$ cat config.mk
export PLATFORM = sky130hd
export DESIGN_NAME = countdown_irq_timer
export DESIGN_NICKNAME = d
export VERILOG_FILES = /design/src/rtl/tmr_pkg.sv /design/src/rtl/tmr_tick_gen.sv /design/src/rtl/tmr_down_cnt.sv /design/src/rtl/tmr_irq_stat.sv /design/src/rtl/countdown_irq_timer.sv
export SDC_FILE = /design/constraint.sdc
export NUM_CORES = 1
export LEC_CHECK = 0
export ABC_AREA = 1
export BUFFER_PORTS_ARGS = -buffer_cell sky130_fd_sc_hd__clkbuf_2
export CORE_MARGIN = 3
export CORE_UTILIZATION = 59
export DETAILED_ROUTE_END_ITERATION = 6
export PLACE_DENSITY_LB_ADDON = 0.05
export SKIP_LAST_GASP = 1
export SLEW_MARGIN = 20
export SYNTH_ARGS = -nofsm -noshare
export SYNTH_HDL_FRONTEND = slang
export SYNTH_SLANG_ARGS = --single-unit
export TNS_END_PERCENT = 10
$ cat constraint.sdc
create_clock -name clk -period 3.09 [get_ports clk]
set_clock_uncertainty 0.2 [all_clocks]
set_input_delay 0.618 -clock clk [delete_from_list [all_inputs] [get_ports clk]]
set_output_delay 0.618 -clock clk [all_outputs]
set_load 0.01 [all_outputs]
$ cat src/rtl/tmr_pkg.sv
package tmr_pkg;
  typedef enum logic [2:0] {
    A_CMD    = 3'd0,
    A_CNT_LO = 3'd1,
    A_CNT_HI = 3'd2,
    A_MASK   = 3'd3,
    A_STAT   = 3'd4
  } reg_addr_e;

  localparam int CMD_START = 0;
  localparam int CMD_STOP  = 1;
  localparam int CMD_SRST  = 2;
  localparam int UF_BIT    = 7;
endpackage

$ cat src/rtl/tmr_tick_gen.sv
module tmr_tick_gen #(
  parameter int DIV = 25
) (
  input  logic clk,
  input  logic rst,
  input  logic en,
  input  logic restart,
  output logic tick
);
  localparam int CW = (DIV > 1) ? $clog2(DIV) : 1;
  localparam logic [CW-1:0] LAST = CW'(DIV - 1);

  logic [CW-1:0] ph_q;

  always_ff @(posedge clk) begin
    if (rst || restart || !en) begin
      ph_q <= '0;
    end else if (ph_q == LAST) begin
      ph_q <= '0;
    end else begin
      ph_q <= ph_q + 1'b1;
    end
  end

  assign tick = en & ~restart & (ph_q == LAST);

  generate
    if (DIV > 1) begin : g_spacing
      AST_TICK_SPACED: assert property (@(posedge clk) disable iff (rst)
        tick |=> !tick);
    end
  endgenerate
endmodule

$ cat src/rtl/tmr_down_cnt.sv
module tmr_down_cnt #(
  parameter int HALF_W = 16,
  parameter int NHALF  = 2
) (
  input  logic                       clk,
  input  logic                       rst,
  input  logic                       run,
  input  logic                       tick,
  input  logic [NHALF-1:0]           ld,
  input  logic [HALF_W-1:0]          wdata,
  output logic [HALF_W*NHALF-1:0]    count,
  output logic                       underflow
);
  localparam int CNT_W = HALF_W * NHALF;

  logic [HALF_W-1:0] half_q [NHALF];
  logic              dec;
  logic [CNT_W-1:0]  cnt_dec;

  assign dec       = run & tick & ~(|ld);
  assign cnt_dec   = count - 1'b1;
  assign underflow = dec & (count == '0);

  generate
    for (genvar h = 0; h < NHALF; h++) begin : g_half
      always_ff @(posedge clk) begin
        if (rst) begin
          half_q[h] <= '0;
        end else if (ld[h]) begin
          half_q[h] <= wdata;
        end else if (dec) begin
          half_q[h] <= cnt_dec[h*HALF_W +: HALF_W];
        end
      end
      assign count[h*HALF_W +: HALF_W] = half_q[h];
    end
  endgenerate

  AST_UF_RELOAD: assert property (@(posedge clk) disable iff (rst)
    underflow |=> (&count));
  AST_HOLD_IDLE: assert property (@(posedge clk) disable iff (rst)
    (!run && !(|ld)) |=> $stable(count));
  AST_STEP_ONE: assert property (@(posedge clk) disable iff (rst)
    (run && tick && !(|ld) && count != '0) |=> (count == $past(count) - 1'b1));
endmodule

$ cat src/rtl/tmr_irq_stat.sv
module tmr_irq_stat #(
  parameter int W = 16
) (
  input  logic         clk,
  input  logic         rst,
  input  logic         wr_mask,
  input  logic         wr_stat,
  input  logic [W-1:0] wdata,
  input  logic [W-1:0] set_vec,
  output logic [W-1:0] mask_q,
  output logic [W-1:0] stat_q,
  output logic         irq_q
);
  logic [W-1:0] clr_vec;
  logic [W-1:0] mask_d;
  logic [W-1:0] stat_d;

  always_comb begin
    clr_vec = wr_stat ? wdata : '0;
    stat_d  = (stat_q & ~clr_vec) | set_vec;
    mask_d  = mask_q;
    if (wr_mask) begin
      mask_d = {1'b0, wdata[W-2:0]};
    end
  end

  always_ff @(posedge clk) begin
    if (rst) begin
      mask_q <= '0;
      stat_q <= '0;
      irq_q  <= 1'b0;
    end else begin
      mask_q <= mask_d;
      stat_q <= stat_d;
      irq_q  <= |(mask_d & stat_d);
    end
  end

  AST_W1C_CLEARS: assert property (@(posedge clk) disable iff (rst)
    wr_stat |=> ((stat_q & $past(wdata) & ~$past(set_vec)) == '0));
  AST_SET_WINS: assert property (@(posedge clk) disable iff (rst)
    (|set_vec) |=> ((stat_q & $past(set_vec)) == $past(set_vec)));
  AST_MASK_TOP_ZERO: assert property (@(posedge clk) disable iff (rst)
    wr_mask |=> !mask_q[W-1]);
  AST_IRQ_LEVEL: assert property (@(posedge clk) disable iff (rst)
    irq_q == (|(mask_q & stat_q)));
endmodule

$ cat src/rtl/countdown_irq_timer.sv
module countdown_irq_timer #(
  parameter int REG_W    = 16,
  parameter int ADDR_W   = 3,
  parameter int TICK_DIV = 25
) (
  input  logic              clk,
  input  logic              rst,
  input  logic [ADDR_W-1:0] bus_addr,
  input  logic              bus_wr,
  input  logic [REG_W-1:0]  bus_wdata,
  output logic [REG_W-1:0]  bus_rdata,
  input  logic [REG_W-1:0]  status_set,
  output logic              irq
);
  import tmr_pkg::*;

  localparam int NHALF = 2;
  localparam int CNT_W = REG_W * NHALF;

  logic wr_cmd, wr_lo, wr_hi, wr_mask, wr_stat;
  logic run_q, stop_q, srst_q;
  logic srst_exit, cmd_act, start_acc;
  logic tick, restart, underflow;
  logic [CNT_W-1:0] count;
  logic [REG_W-1:0] mask_q, stat_q, set_vec, rd_d, rd_q;

  assign wr_cmd  = bus_wr && (bus_addr == ADDR_W'(A_CMD));
  assign wr_lo   = bus_wr && (bus_addr == ADDR_W'(A_CNT_LO));
  assign wr_hi   = bus_wr && (bus_addr == ADDR_W'(A_CNT_HI));
  assign wr_mask = bus_wr && (bus_addr == ADDR_W'(A_MASK));
  assign wr_stat = bus_wr && (bus_addr == ADDR_W'(A_STAT));

  // Soft-reset flag pending: the next plain command only releases it.
  assign srst_exit = wr_cmd && srst_q && !bus_wdata[CMD_SRST];
  assign cmd_act   = wr_cmd && !srst_exit;
  assign start_acc = cmd_act && bus_wdata[CMD_START]
                     && !bus_wdata[CMD_STOP] && !bus_wdata[CMD_SRST];
  assign restart   = start_acc || wr_lo || wr_hi;

  always_ff @(posedge clk) begin
    if (rst) begin
      run_q  <= 1'b0;
      stop_q <= 1'b1;
      srst_q <= 1'b0;
    end else if (srst_exit) begin
      srst_q <= 1'b0;
    end else if (cmd_act) begin
      if (bus_wdata[CMD_SRST]) begin
        srst_q <= 1'b1;
        run_q  <= 1'b0;
        stop_q <= 1'b1;
      end else if (bus_wdata[CMD_STOP]) begin
        run_q  <= 1'b0;
        stop_q <= 1'b1;
      end else if (bus_wdata[CMD_START]) begin
        run_q  <= 1'b1;
        stop_q <= 1'b0;
      end
    end
  end

  tmr_tick_gen #(.DIV(TICK_DIV)) u_tick (
    .clk     (clk),
    .rst     (rst),
    .en      (run_q),
    .restart (restart),
    .tick    (tick)
  );

  tmr_down_cnt #(.HALF_W(REG_W), .NHALF(NHALF)) u_cnt (
    .clk       (clk),
    .rst       (rst),
    .run       (run_q),
    .tick      (tick),
    .ld        ({wr_hi, wr_lo}),
    .wdata     (bus_wdata),
    .count     (count),
    .underflow (underflow)
  );

  always_comb begin
    set_vec         = status_set;
    set_vec[UF_BIT] = status_set[UF_BIT] | underflow;
  end

  tmr_irq_stat #(.W(REG_W)) u_stat (
    .clk     (clk),
    .rst     (rst),
    .wr_mask (wr_mask),
    .wr_stat (wr_stat),
    .wdata   (bus_wdata),
    .set_vec (set_vec),
    .mask_q  (mask_q),
    .stat_q  (stat_q),
    .irq_q   (irq)
  );

  always_comb begin
    rd_d = '0;
    case (bus_addr)
      ADDR_W'(A_CMD): begin
        rd_d[CMD_START] = run_q;
        rd_d[CMD_STOP]  = stop_q;
        rd_d[CMD_SRST]  = srst_q;
      end
      ADDR_W'(A_CNT_LO): rd_d = count[REG_W-1:0];
      ADDR_W'(A_CNT_HI): rd_d = count[CNT_W-1:REG_W];
      ADDR_W'(A_MASK):   rd_d = mask_q;
      ADDR_W'(A_STAT):   rd_d = stat_q;
      default:           rd_d = '0;
    endcase
  end

  always_ff @(posedge clk) begin
    if (rst) begin
      rd_q <= '0;
    end else begin
      rd_q <= rd_d;
    end
  end

  assign bus_rdata = rd_q;

  AST_RUN_STOP_EXCL: assert property (@(posedge clk) disable iff (rst)
    run_q != stop_q);
  AST_SRST_HALTS: assert property (@(posedge clk) disable iff (rst)
    srst_q |-> !run_q);
  AST_SRST_RELEASE: assert property (@(posedge clk) disable iff (rst)
    srst_exit |=> (!srst_q && !run_q));
  AST_UF_FLAGS: assert property (@(posedge clk) disable iff (rst)
    underflow |=> stat_q[UF_BIT]);
endmodule

After elaboration in Yosys (flattened, before gate mapping):

Memory sizes are Yosys's and may differ from the RTL's.
Cells that the tools add are included.

* bits in registers: 57
* bits in latches: 0
* bits in writable memories: 32
* bits in read-only memories: 0
* input bits: 38
* output and inout port bits: 17
* logic and storage cells: 90
* memories: 1

* add/sub/neg operators: 2
* $mul: 0
* divide/modulo/power cells: 0
* $lt $le $gt $ge: 0
* equality and inequality tests: 5
* shift-type cells: 0
* mux-type cells: 29
* bitwise gates (word level): 17
* reduce and logical (&&, ||, !) cells: 28

Memory list
* u_cnt.half_q: depth 2, bits a word 16, rd ports 2, clocked after memory_dff 0, write ports 2, line tmr_down_cnt.sv:16 `logic [HALF_W-1:0] half_q [NHALF];`

Operators by type and width (count)
* 16-bit two-way mux: 6
* 13-bit case mux with 4 select lines: 1
* 16-bit AND: 2
* 32-bit logical NOT: 1
* 32-bit by 1-bit subtractor with 32-bit output (second input constant): 1
* 1-bit two-way mux: 21
* 16-bit NOT: 1
* 16-bit OR: 1
* 16-bit OR reduction: 1
* 3-bit case mux with 5 select lines: 1
* 1-bit logical AND: 11
* 3-bit by 2-bit == test with 1-bit output (second input constant): 2
* 2-bit OR reduction: 3
* 5-bit by 1-bit adder with 5-bit output (second input constant): 1
* 1-bit AND: 5
* 5-bit == test (second input constant): 1
* 1-bit OR: 5
* 1-bit logical NOT: 4
* 1-bit logical OR: 4
* 3-bit by 1-bit == test with 1-bit output (second input constant): 1
* 3-bit == test (second input constant): 1
* 3-bit logical NOT: 1
* 1-bit NOT: 3
* 3-bit AND reduction: 1
* 2 further kinds: 2

Longest topological paths before layout:

Gate-level depths: netlist (run 1).

* depth after elaboration: 21
* depth in mapped cells: 13

Hierarchy:

From an unflattened synthesis (run 1), not the netlist that was laid out.

* cell total of the unflattened synthesis: 763
* area, all modules: 5228.8 um2

By module, submodules not included
* tmr_down_cnt: times used 1, cells an instance 311, area an instance 2328.5 um2, sequential area each 960.9 um2
* tmr_irq_stat: times used 1, cells an instance 218, area an instance 1456.4 um2, sequential area each 660.6 um2
* countdown_irq_timer: times used 1, cells an instance 194, area an instance 1168.6 um2, sequential area each 380.4 um2
* tmr_tick_gen: times used 1, cells an instance 40, area an instance 275.3 um2, sequential area each 100.1 um2

Least setup slack after synthesis (run 1):

OpenSTA, ideal clock, no wires.

* kind: input port to flip-flop
* start point: input port bus_addr[2]
* end point: memory u_cnt.half_q[0][0] (enable)
* library setup time: 0.416 ns
* data arrival time: 1.779 ns
* path slack: 0.695 ns
* stages on the path: 9
* buffers on the path: 1
* cells stage by stage: buf_2 > inv_4 > nand3_4 > nor2_1 > inv_1 > nand2_2 > a21oi_4 > nand2_4 > nand3_1

RTL lines
* start: declaration: line countdown_irq_timer.sv:8 `input logic [ADDR_W-1:0] bus_addr,`
* end: declaration: line tmr_down_cnt.sv:16

==> summary.log, run 1 <==
qor: sta.slew_headroom 48.1%
qor: clock_tree.post_cts_buffers 0
qor: power_and_ir_drop.report.power.total 2.44 mW
qor: global_routing.gr-usage-met1 39.3%
qor: worst_setup_path.cp-endpoint u_cnt.half_q[1][9]$_SDFFCE_PN0P_
qor: floorplanning.die_h 97.1 um
qor: worst_setup_path.r2r-start u_cnt.half_q[0][2]$_DFFE_PP_
qor: worst_hold_path.hold_path_class in2reg
qor: synth.asyncSetResetFlopFracSynth 0%
qor: clock_tree.postCtsResizedCells 0
qor: final_layout.fraction_of_layout_cells_with_a_size_suffix_above_1 15.7%
qor: sta.grt_setup_unrepaired false
qor: sta.timing.final.crit_share 78.2%
qor: drt.wl_per_cell 16.7 um
qor: final_layout.fin_nets 737
qor: worst_setup_path.r2r_end u_cnt.half_q[1][9]$_SDFFCE_PN0P_
qor: clock_tree.max-clock-path-buffers 2
qor: synth.postSynth.topFlopCell dfxtp_1
qor: place.pre_cts_ws 403 ps
qor: drt.antenna_violating_nets_post_route 0
qor: synth.synthDistinctLibCells 40
qor: synth.postSynthNetCount 686
qor: sta.report.final.slew_viol_count 0
qor: sta.setup_violations 0
qor: place.post-place-cells 787
qor: clock_tree.cts-buffers-inserted 9
qor: global_routing.global_route.usage.met2 45.8%
qor: power_and_ir_drop.power_per_cell_area 449 nW/um2
qor: power_and_ir_drop.p_leak 2.41 nW
qor: worst_setup_path.timing.critical_path.from u_cnt.half_q[0][2]$_DFFE_PP_
qor: place.portBuffers 54
qor: clock_tree.clock-sinks 89
qor: clock_tree.clkSlewWorstSetupHoldPaths 110 ps
qor: worst_setup_path.ff2ff_setup_slack 670 ps
qor: floorplanning.fp.dieArea 9430 um2
qor: final_layout.area.growth.synth_to_final 11.1%
qor: place.place_hpwl 10,100 um
qor: synth.synth_edf_count 32
qor: floorplanning.initial_utilization 62.1%
qor: synth.number_of_storage_elements_in_the_synthesis_netlist 89
qor: final_layout.nFillCells 685
qor: synth.share_of_synthesized_area_occupied_by_flip_flops_and_latches 42.9%
qor: place.place.gp.congestion 0.940
qor: final_layout.diodes 0
qor: worst_setup_path.worstPathMaxFanout 5
qor: synth.synthCells 645
qor: sta.layout_setup_ws 674 ps
qor: sta.post-route-min-period 2420 ps
qor: worst_setup_path.worst_ep_arrival_time 2360 ps
qor: global_routing.met3_global_route_usage 4.52%
qor: synth.yosysWarningCount 0
qor: sta.worst-slew-pin-transition 777 ps
qor: sta.endpoints_failing_hold 0
qor: drt.router_iterations_before_antenna_repair 6
qor: worst_setup_path.setup.worst_path.start_class flip-flop
qor: worst_setup_path.critPathKind reg2reg
qor: drt.finalWirelength 13,400 um
qor: clock_tree.tritoncts_clock_tree done
qor: job.drv_cap 0
qor: sta.whs 276 ps
qor: drt.avgViaCountPerCell 5.70
qor: global_routing.grt_max_degree 50
qor: floorplanning.io_pins 55
qor: clock_tree.htree_levels 3
qor: sta.achievable-frequency 0.414 GHz
qor: synth.syn_area_per_cell 7.59 um2
qor: drt.dr.first_iter.drc_count 459
qor: sta.setup_tns_final 0 ps
qor: global_routing.grt.overflow.total 0
qor: drt.vias 4,574
qor: global_routing.grt_busiest_layer met2
qor: run_status.outcome completed
qor: final_layout.most-common-layout-cells nand2_1, nor2_1, inv_1
qor: power_and_ir_drop.peakVddDrop 0.304 mV
qor: floorplanning.core_region_area 7890 um2
qor: clock_tree.clk-insertion-delay-late 370 ps
qor: worst_setup_path.endpoint_kind flip-flop
qor: worst_setup_path.number_of_cells_on_the_worst_reg_to_reg_path 10
qor: drt.remaining_drc_errors 0
qor: global_routing.grt.total_usage 28.7%
qor: clock_tree.root_buffer clkbuf_8
qor: global_routing.grt_antenna_before_repair 0
qor: floorplanning.dieWidth 97.1 um
qor: final_layout.stdcell_count 803
qor: final_layout.layout.cells.most_common nand2_1
qor: floorplanning.floorplan.rows 32
qor: worst_setup_path.worst_ep_required_time 3030 ps
qor: global_routing.wire_length_of_the_first_global_routing_pass 21,700 um
qor: synth.netlist_area 4900 um2
qor: global_routing.via_count_of_the_first_global_routing_pass 4,305
qor: clock_tree.postCtsHoldBufs 0
cell families (layout without fill, tap and decap cells):
logic type,after synthesis,in the layout,share of synthesized area (%)
AOI/OAI and AO/OA,102,102,14.2
xor gates and xnor gates,28,28,5.01
adders and majority gates,3,3,0.766
buffers and inverters,125,181,10.4
DFF,89,89,42.9
and+or+nand+nor,298,298,26.7
state kept, by name (all words and copies together), names as in the netlist:
register,flops
u_cnt.half_q,32
bus_rdata,16
u_stat.mask_q,16
u_stat.stat_q,16
u_tick.ph_q,5
run_q,1
srst_q,1
stop_q,1
u_stat.irq_q,1
worst max-delay path, cell delays in order (launching register included):
cell	delay, ps
edfxtp_1	450
inv_1	110
nand3_1	120
nor2_1	230
nand2_1	250
nor2_2	240
nand3b_1	260
inv_1	140
nand3_1	80
nand3_1	90
nand2_1	50
worst min path at each step:
stage	end	slack [ps]	from	cells after the start
after global routing	u_stat.stat_q[15]$_SDFF_PP0_	280	status_set[15]	3
final	u_stat.stat_q[10]$_SDFF_PP0_	280	status_set[10]	3
after floorplan	u_tick.ph_q[0]$_SDFF_PP0_	230	u_tick.ph_q[0]$_SDFF_PP0_	1
after detailed placement	u_stat.mask_q[15]$_SDFF_PP0_	260	u_stat.mask_q[15]$_SDFF_PP0_	2
after CTS	u_stat.stat_q[10]$_SDFF_PP0_	280	status_set[10]	3
after global placement	u_tick.ph_q[0]$_SDFF_PP0_	240	u_tick.ph_q[0]$_SDFF_PP0_	1
final cells by class:
| cell class | count | area (um2) | share of cell area (%) |
|---|---|---|---|
| multi-input combinational | 431 | 2290 | 42.0 |
| inverter | 101 | 384 | 7.06 |
| clock buffer | 9 | 124 | 2.28 |
| clock inverter | 7 | 72.6 | 1.33 |
| tap | 102 | 128 | 2.34 |
| timing repair buffer | 64 | 345 | 6.34 |
| sequential | 89 | 2100 | 38.6 |
synthesized netlist by cell type (2+ instances only):
cell	n	area, um2
edfxtp_1	32	961
nand2_2	2	12.5
nand3_1	38	190
nor2_2	4	25.0
nor3_1	5	25.0
ha_1	3	37.5
inv_4	2	12.5
buf_6	3	33.8
o22ai_2	10	125
inv_1	96	360
o21ai_1	9	45.0
dfxtp_1	57	1140
o21ai_2	3	26.3
nor2_1	97	364
nand2_1	120	450
buf_2	6	30.0
a211oi_1	2	15.0
a221oi_1	14	123
xor2_1	26	228
inv_2	3	11.3
o22ai_1	16	100
xnor2_1	2	17.5
a21oi_1	17	85.1
nand4_1	24	150
o21ai_0	25	125
nand3b_1	2	15.0
a31oi_1	2	12.5
buf_1	3	11.3
clkbuf_1	11	41.3
power breakdown:
group          switching (mW)  total, mW  internal, mW
logic                   0.212      0.317         0.105
registers              0.0401       1.31          1.27
clock network           0.494      0.812         0.318
total                   0.746       2.44          1.70
through the flow:
step,utilization (%),cell area [um2]
finish,69.0,5440
global route,69.0,5440
CTS,69.0,5440
detailed placement,66.5,5250
global placement,66.5,5250
floorplan,-,4900
routing by layer:
layer  part of all wire, %  vias up  routed length [um]
li1                      -     2228                   -
met1                    43     2102                5790
met2                    46      210                6190
met3                   7.5       34                1010
met4                   3.5        0                 464
met5                     0        -                   0
Note: power is estimated with default switching activity, not from simulation.
==> run 2, diff against run 1 <==
--- a/config.mk
+++ b/config.mk
@@ -5,10 +5,10 @@
 export SDC_FILE = /design/constraint.sdc
 export NUM_CORES = 1
 export LEC_CHECK = 0
-export ABC_AREA = 1
+export ABC_AREA = 0
 export BUFFER_PORTS_ARGS = -buffer_cell sky130_fd_sc_hd__clkbuf_2
 export CORE_MARGIN = 3
-export CORE_UTILIZATION = 59
+export CORE_UTILIZATION = 52
 export DETAILED_ROUTE_END_ITERATION = 6
 export PLACE_DENSITY_LB_ADDON = 0.05
 export SKIP_LAST_GASP = 1
==> constraint.sdc (replaced) <==
create_clock -name clk -period 2 [get_ports clk]
set_clock_uncertainty 0.2 [all_clocks]
set_input_delay 0.4 -clock clk [delete_from_list [all_inputs] [get_ports clk]]
set_output_delay 0.4 -clock clk [all_outputs]
set_load 0.01 [all_outputs]
==> run 2 against run 1 <==
The run now ends with setup timing left. Die area increased by 4.2%. Sequential power increased by 54%. Global-route usage is 2.1 points lower. Worst hold slack worse by 180 ps. Combinational power rose by 95%. Cell count decreased by 16%. Routed wire length down 3.6%. Power up 65%. Synthesized area shrank 7.9%. Via count fell by 13%. Critical path depth shrank 3. Maximum frequency is 2.1% higher. Critical path type unchanged.
==> summary.log, run 2 <==
qor: worst_hold_path.hold_path_class in2reg
qor: drt.router_iterations_before_antenna_repair 5 [-1]
qor: sta.grt_setup_unrepaired true
qor: power_and_ir_drop.report.power.total 4.03 mW [+65%]
qor: clock_tree.clock-sinks 89 [unchanged]
qor: sta.achievable-frequency 0.422 GHz [+2.1%]
qor: final_layout.largest_register u_cnt.half_q
qor: drt.remaining_drc_errors 0 [unchanged]
qor: power_and_ir_drop.clkPwrFrac 34.6% [+1.4 points]
qor: drt.vias 3,991 [-13%]
qor: floorplanning.floorplan.rows 33 [+3.1%]
qor: floorplanning.fp.dieArea 9830 um2 [+4.2%]
qor: global_routing.grt_max_degree 42 [-16%]
qor: global_routing.wire_length_of_the_first_global_routing_pass 20,500 um [-5.5%]
qor: floorplanning.io_pins 55 [unchanged]
qor: power_and_ir_drop.switchingPower 1.06 mW [+42%]
qor: final_layout.most-common-layout-cells buf_4, nor2_1, dfxtp_1
qor: synth.asyncSetResetFlopFracSynth 0% [unchanged]
qor: sta.timing.final.crit_share 118% [+40 points]
qor: floorplanning.initial_utilization 54.1% [-8.0 points]
qor: place.pre_cts_ws -469 ps [-872 ps]
qor: global_routing.via_count_of_the_first_global_routing_pass 3,874 [-10%]
qor: job.drv_cap 0 [unchanged]
qor: floorplanning.dieWidth 99.2 um [+2.1%]
qor: floorplanning.die_h 99.2 um [+2.1%]
qor: synth.netlist_area 4510 um2 [-7.9%]
qor: worst_setup_path.r2r_end u_cnt.half_q[1][15]$_SDFFCE_PN0P_
qor: final_layout.max_ffs_per_register 32 [unchanged]
qor: clock_tree.tritoncts_clock_tree done
qor: sta.setup_violations 77 [+77]
qor: final_layout.fin_nets 609 [-17%]
qor: worst_setup_path.worst_ep_arrival_time 2270 ps [-90 ps]
qor: sta.worst-slew-pin-transition 1080 ps [+301 ps]
qor: worst_hold_path.hold-path-endpoint u_stat.stat_q[0]$_SDFF_PP0_
qor: final_layout.layout.cells.most_common buf_4
qor: synth.synthDistinctLibCells 62 [+55%]
qor: synth.share_of_synthesized_area_occupied_by_flip_flops_and_latches 46.6% [+3.7 points]
qor: power_and_ir_drop.switching_share 26.4% [-4.2 points]
qor: worst_setup_path.r2r-start u_cnt.half_q[0][15]$_DFFE_PP_
qor: worst_hold_path.min_delay_path_depth 3 [unchanged]
qor: sta.report.final.slew_viol_count 0 [unchanged]
qor: synth.postSynthNetCount 465 [-32%]
qor: synth.synth_edf_count 32 [unchanged]
qor: clock_tree.clk-insertion-delay-late 350 ps [-20 ps]
qor: synth.yosys.area.top_type_share 25.3% [+2.0 points]
qor: final_layout.diodes 0 [unchanged]
qor: clock_tree.max-clock-path-buffers 2 [unchanged]
qor: final_layout.final_core_utilization 71.4% [+2.3 points]
qor: global_routing.grt.overflow.total 0 [unchanged]
qor: worst_setup_path.worstPathMaxFanout 7 [+2]
qor: synth.ranking_of_synthesized_cells_by_area dfxtp_1, edfxtp_1, a22o_1
qor: synth.syn_area_per_cell 10.6 um2 [+40%]
qor: power_and_ir_drop.p_leak 2.55 nW [+5.6%]
qor: run_status.violations setup timing
qor: power_and_ir_drop.peakVddDrop 0.391 mV [+29%]
qor: synth.yosysWarningCount 0 [unchanged]
qor: sta.endpoints_failing_hold 0 [unchanged]
qor: place.place_hpwl 9270 um [-8.4%]
qor: synth.number_of_storage_elements_in_the_synthesis_netlist 89 [unchanged]
qor: sta.whs 97.3 ps [-179 ps]
qor: worst_setup_path.endpoint_kind flip-flop
qor: place.portBuffers 54 [unchanged]
qor: worst_setup_path.setup.worst_path.start_class flip-flop
qor: power_and_ir_drop.power_per_cell_area 677 nW/um2 [+51%]
qor: synth.synthCells 424 [-34%]
qor: final_layout.design_area 5950 um2 [+9.3%]
qor: power_and_ir_drop.comb_power_share 15.3% [+2.3 points]
qor: sta.post-route-min-period 2370 ps [-48.5 ps]
qor: sta.slew_headroom 28.0% [-20 points]
qor: synth.postSynth.topFlopCell dfxtp_1
qor: worst_setup_path.number_of_cells_on_the_worst_reg_to_reg_path 7 [-3]
qor: drt.dr.first_iter.drc_count 247 [-46%]
qor: run_status.outcome finished with violations
qor: worst_setup_path.worst_ep_required_time 1900 ps [-1130 ps]
qor: global_routing.grt.total_usage 26.6% [-2.1 points]
qor: clock_tree.cts-buffers-inserted 9 [unchanged]
qor: synth.ys_top_cells_by_count nor2_1, dfxtp_1, a22o_1
qor: drt.avgViaCountPerCell 5.89 [+3.3%]
qor: worst_hold_path.startpoint_of_the_most_critical_hold_path status_set[0]
qor: drt.antenna_violating_nets_post_route 0 [unchanged]
qor: clock_tree.htree_levels 3 [unchanged]
qor: drt.finalWirelength 13,000 um [-3.6%]
qor: worst_setup_path.ff2ff_setup_slack -370 ps [-1040 ps]
qor: synth.synthDominantAreaCellType dfxtp_1
qor: power_and_ir_drop.pwr-share-seq 50.1% [-3.7 points]
qor: clock_tree.root_buffer clkbuf_8
qor: sta.layout_setup_ws -368 ps [-1040 ps]
qor: global_routing.grt_antenna_before_repair 0 [unchanged]
qor: clock_tree.postCtsHoldBufs 0 [unchanged]
qor: drt.wl_per_cell 19.1 um [+14%]
qor: floorplanning.core_region_area 8340 um2 [+5.7%]
qor: final_layout.area.growth.synth_to_final 31.9%
qor: worst_setup_path.critPathKind reg2reg
qor: synth.combinational_family_with_the_most_area_after_synthesis simple AND/OR/NAND/NOR gates
qor: synth.synth_compound_gate_area_share 17.8% [+3.6 points]
qor: power_and_ir_drop.p_int 2.97 mW [+75%]
qor: place.placed_cell_area 5590 um2 [+6.5%]
qor: final_layout.fraction_of_layout_cells_with_a_size_suffix_above_1 36.3% [+21 points]
qor: synth.post_synth_and_or_nand_nor_area_fraction 19.6% [-7.2 points]
qor: place.place.gp.congestion 0.907 [-3.5%]
qor: synth.post-synth-top-count-cell nor2_1
qor: synth.synthesized_area_fraction_occupied_by_adder_cells 0.832% [+0.066 points]
qor: synth.post_synth_xor_xnor_area 6.02% [+1.0 points]
qor: clock_tree.clkSlewWorstSetupHoldPaths 90 ps [-20 ps]
qor: synth.synth_mux_area_share 5.21% [+5.2 points]
[run 2: layout make-up]
cell class	count	area (um2)
clock buffers	11	163
repair buffers	157	1130
flip-flops and latches	89	2100
inverters	7	26.3
fillers	651	2390
clock inverters	5	65.1
multi-input cells	304	2340
well taps	105	131
[run 2: power groups by stage]
stage,Sequential [mW],Clock (mW),Combinational (mW)
finish,2.02,1.39,0.618
detailed placement,2.06,0,0.591
global placement,2.05,0,0.580
CTS,2.02,1.41,0.605
floorplan,2.07,0,0.284
global route,2.03,1.47,0.663
[run 2: per-stage QoR]
step,TNS (ps),cells
floorplan,-10630,424
global placement,-26660,654
detailed placement,-29170,654
CTS,-7040,676
global route,-16230,678
finish,-7840,678
[run 2: critical path: stages (launching register included)]
cell	delay, ps
edfxtp_1	400
or4_4	550
or2_4	300
buf_6	130
nor3_4	130
nand2_1	100
xnor2_1	140
a22o_1	180
[run 2: layer usage]
| layer | global-route usage [%] | part of all wire [%] | vias up |
|---|---|---|---|
| li1 | - | - | 1898 |
| met5 | 0 | 0 | - |
| met4 | 7.04 | 1.4 | 0 |
| met3 | 4.00 | 7.6 | 14 |
| met2 | 42.0 | 47 | 165 |
| met1 | 38.3 | 44 | 1914 |
[run 2: how the worst max path moves through the flow]
| stage | start | to | slack, ps | cells past startpoint |
|---|---|---|---|---|
| finish | u_cnt.half_q[0][15]$_DFFE_PP_ | u_cnt.half_q[1][15]$_SDFFCE_PN0P_ | -370 | 7 |
| global route | u_cnt.half_q[0][15]$_DFFE_PP_ | u_cnt.half_q[1][15]$_SDFFCE_PN0P_ | -420 | 7 |
| CTS | u_cnt.half_q[1][1]$_SDFFCE_PN0P_ | u_cnt.half_q[1][9]$_SDFFCE_PN0P_ | -330 | 7 |
| detailed placement | bus_addr[0] | u_stat.irq_q$_SDFF_PP0_ | -470 | 7 |
| global placement | bus_addr[0] | u_stat.irq_q$_SDFF_PP0_ | -430 | 7 |
| floorplan | u_cnt.half_q[0][15]$_DFFE_PP_ | u_cnt.half_q[1][12]$_SDFFCE_PN0P_ | -380 | 7 |
[run 2: cells by family (layout without fill, tap and decap cells)]
logic type	after synthesis	count (layout)
adders and majority gates	3	3
buffers and inverters	31	180
muxes	19	19
AOI/OAI and AO/OA	97	97
and+or+nand+nor	154	154
DFF	89	89
xor gates and xnor gates	31	31
[run 2: what timing repair did]
| action | CTS | global route |
|---|---|---|
| setup endpoints to repair | 71 | 79 |
| buffers inserted | 6 | 2 |
| gates resized for setup | 12 | 4 |
| pin swaps | 6 | 8 |
==> run 3, diff against run 2 <==
--- a/config.mk
+++ b/config.mk
@@ -8,7 +8,7 @@
 export ABC_AREA = 0
 export BUFFER_PORTS_ARGS = -buffer_cell sky130_fd_sc_hd__clkbuf_2
 export CORE_MARGIN = 3
-export CORE_UTILIZATION = 52
+export CORE_UTILIZATION = 63
 export DETAILED_ROUTE_END_ITERATION = 6
 export PLACE_DENSITY_LB_ADDON = 0.05
 export SKIP_LAST_GASP = 1
==> constraint.sdc (replaced) <==
create_clock -name clk -period 2.8 [get_ports clk]
set_clock_uncertainty 0.2 [all_clocks]
set_input_delay 0.56 -clock clk [delete_from_list [all_inputs] [get_ports clk]]
set_output_delay 0.56 -clock clk [all_outputs]
set_load 0.01 [all_outputs]
==> run 3 against run 2 <==
The run now ends clean. Maximum frequency down 9.1%. Largest cell class unchanged. Die area down 16%. Global-route usage grew 1.6 points. Clock-buffer cell count down 1. Critical path depth decreased by 1. First-iteration DRC count is 63% higher. Critical path type unchanged. Combinational power shrank 48%. Register-to-register slack gained 560 ps. Largest power group unchanged. Highest routed layer unchanged.
==> summary.log, run 3 (same netlist as run 2, synthesis figures left out) <==
qor: run_status.outcome completed
qor: clock_tree.tritoncts_clock_tree done
qor: sta.whs 222 ps [+124 ps]
qor: global_routing.via_count_of_the_first_global_routing_pass 3,612 [-6.8%]
qor: place.place_hpwl 8140 um [-12%]
qor: sta.setup_violations 0 [-100%]
qor: power_and_ir_drop.peakVddDrop 0.330 mV [-16%]
qor: global_routing.grt.overflow.total 0 [unchanged]
qor: worst_setup_path.worst_ep_arrival_time 2520 ps [+250 ps]
qor: final_layout.layout.cells.most_common nor2_1
qor: floorplanning.io_pins 55 [unchanged]
qor: global_routing.grt_antenna_before_repair 0 [unchanged]
qor: final_layout.design_area 5150 um2 [-14%]
qor: final_layout.fraction_of_layout_cells_with_a_size_suffix_above_1 22.9% [-13 points]
qor: power_and_ir_drop.switching_share 27.7% [+1.3 points]
qor: sta.grt_setup_unrepaired false
qor: final_layout.most-common-layout-cells nor2_1, dfxtp_1, clkbuf_2
qor: place.post-place-cells 574 [-12%]
qor: floorplanning.fp.dieArea 8210 um2 [-16%]
qor: power_and_ir_drop.clkPwrFrac 31.4% [-3.2 points]
qor: floorplanning.dieWidth 90.6 um [-8.6%]
qor: global_routing.grt.total_usage 28.2% [+1.6 points]
qor: floorplanning.initial_utilization 65.7% [+12 points]
qor: clock_tree.clock-sinks 89 [unchanged]
qor: clock_tree.postCtsHoldBufs 0 [unchanged]
qor: floorplanning.core_region_area 6870 um2 [-18%]
qor: worst_setup_path.worst-path-buf-inv 0 [-1]
qor: power_and_ir_drop.switchingPower 0.718 mW [-32%]
qor: global_routing.wire_length_of_the_first_global_routing_pass 18,200 um [-11%]
qor: final_layout.multi_input_comb_area 2230 um2 [-4.4%]
qor: place.placed_cell_area 4970 um2 [-11%]
qor: worst_setup_path.endpoint_kind flip-flop
qor: worst_setup_path.worstPathMaxFanout 8 [+1]
qor: job.drv_cap 0 [unchanged]
qor: final_layout.largest_register u_cnt.half_q
qor: worst_hold_path.hold_path_class in2reg
qor: sta.endpoints_failing_hold 0 [unchanged]
qor: drt.router_iterations_before_antenna_repair 7 [+2]
qor: sta.post-route-min-period 2610 ps [+238 ps]
qor: worst_setup_path.timing.critical_path.cells or4_1, or2_1, nor2_1, nand3b_1, xnor2_1, a22o_1
qor: clock_tree.post_cts_buffers 0 [-6]
qor: power_and_ir_drop.pwr-share-seq 56.2% [+6.1 points]
qor: power_and_ir_drop.comb_power_share 12.4% [-2.9 points]
qor: final_layout.nFillCells 536 [-18%]
qor: sta.slew_headroom 29.6% [+1.6 points]
qor: power_and_ir_drop.power_per_cell_area 504 nW/um2 [-25%]
qor: clock_tree.root_buffer clkbuf_8
qor: place.place.gp.congestion 0.845 [-6.8%]
qor: final_layout.fin_nets 530 [-13%]
qor: drt.antenna_violating_nets_post_route 0 [unchanged]
qor: sta.setup_tns_final 0 ps [+7840 ps]
qor: clock_tree.max-clock-path-buffers 2 [unchanged]
qor: worst_setup_path.setup.worst_path.start_class flip-flop
qor: drt.finalWirelength 11,300 um [-13%]
qor: sta.report.final.slew_viol_count 0 [unchanged]
qor: worst_setup_path.cp_slowest_stage_delay 610 ps [+60 ps]
qor: drt.wl_per_cell 19.2 um [+0.48%]
qor: clock_tree.htree_levels 3 [unchanged]
qor: final_layout.final_core_utilization 74.9% [+3.6 points]
qor: global_routing.grt_max_degree 40 [-4.8%]
qor: drt.vias 3,731 [-6.5%]
qor: clock_tree.postCtsResizedCells 0 [-12]
qor: final_layout.stdcell_count 590 [-13%]
qor: drt.remaining_drc_errors 0 [unchanged]
qor: final_layout.sequential_cell_area 2100 um2 [unchanged]
qor: place.portBuffers 54 [unchanged]
qor: clock_tree.clk-insertion-delay-late 360 ps [about the same]
qor: clock_tree.clkSlewWorstSetupHoldPaths 90 ps [about the same]
qor: sta.worst-slew-pin-transition 1050 ps [-23.9 ps]
qor: clock_tree.cts-buffers-inserted 9 [unchanged]
qor: final_layout.area.growth.synth_to_final 14.1%
qor: power_and_ir_drop.p_leak 2.08 nW [-18%]
qor: sta.timing.final.crit_share 93.0% [-25 points]
qor: floorplanning.die_h 90.6 um [-8.6%]
qor: final_layout.diodes 0 [unchanged]
qor: worst_setup_path.crit_family simple AND/OR/NAND/NOR gates
qor: final_layout.max_ffs_per_register 32 [unchanged]
qor: worst_setup_path.worst_ep_required_time 2710 ps [+810 ps]
qor: worst_setup_path.critPathKind reg2reg
qor: sta.achievable-frequency 0.384 GHz [-9.1%]
qor: worst_setup_path.slowest_stage_cell_on_the_critical_path or4_1
qor: power_and_ir_drop.p_int 1.88 mW [-37%]
qor: drt.avgViaCountPerCell 6.32 [+7.4%]
qor: floorplanning.floorplan.rows 30 [-9.1%]
qor: drt.dr.first_iter.drc_count 403 [+63%]
==> run 3: cell types whose count changed in the layout (fill, tap and decap cells not counted), sizes merged <==
| cell | before | now |
|---|---|---|
| buf | 103 | 24 |
| inv | 10 | 11 |
| bufinv | 1 | 0 |
| clkbuf | 65 | 64 |
| clkinv | 1 | 2 |
==> run 3: power by group through the flow <==
stage / Clock, mW / Sequential, mW / Combinational [mW]
4_1_cts: 0.825 / 1.46 / 0.318
3_5_place_dp: 0 / 1.49 / 0.316
3_3_place_gp: 0 / 1.48 / 0.310
6_report: 0.814 / 1.46 / 0.322
5_1_grt: 0.883 / 1.47 / 0.347
2_1_floorplan: 0 / 1.48 / 0.196
==> run 3: metrics by stage <==
stage	total power [mW]	setup slack, ps
2_1_floorplan	1.67	-95.0
3_3_place_gp	1.79	204
3_5_place_dp	1.80	161
4_1_cts	2.60	208
5_1_grt	2.70	75.1
6_report	2.59	195
==> run 3: area by class of cell <==
cell class                 count  area share, %
multi-input combinational    304           43.4
sequential                    89           40.8
timing repair buffer          78           9.48
clock buffer                  10           2.48
tap                           96           2.33
clock inverter                 6          0.924
inverter                       7          0.511
==> run 3: metal layers <==
metal | GRT usage, % | vias up | part of all wire [%]
met3 | 6.00 | 24 | 9.0
met1 | 39.0 | 1807 | 42
met5 | 0 | - | 0
met4 | 8.67 | 0 | 1.6
li1 | - | 1728 | -
met2 | 44.6 | 172 | 47
==> run 3: worst paths after layout <==
check | startpoint | cells after the start | slack [ps] | to
worst max-delay path | u_cnt.half_q[1][0]$_SDFFCE_PN0P_ | 6 | 190 | u_cnt.half_q[1][9]$_SDFFCE_PN0P_
worst min-delay path | status_set[0] | 3 | 220 | u_stat.stat_q[0]$_SDFF_PP0_
worst max register to register | u_cnt.half_q[1][0]$_SDFFCE_PN0P_ | 6 | 190 | u_cnt.half_q[1][9]$_SDFFCE_PN0P_
worst min register to register | u_stat.mask_q[15]$_SDFF_PP0_ | 2 | 270 | u_stat.mask_q[15]$_SDFF_PP0_
==> run 3: worst register-to-register path: stages, from the launching register on <==
cell and delay, ps:
edfxtp_1 480, or4_1 610, or2_1 380, nor2_1 250
nand3b_1 130, xnor2_1 150, a22o_1 180
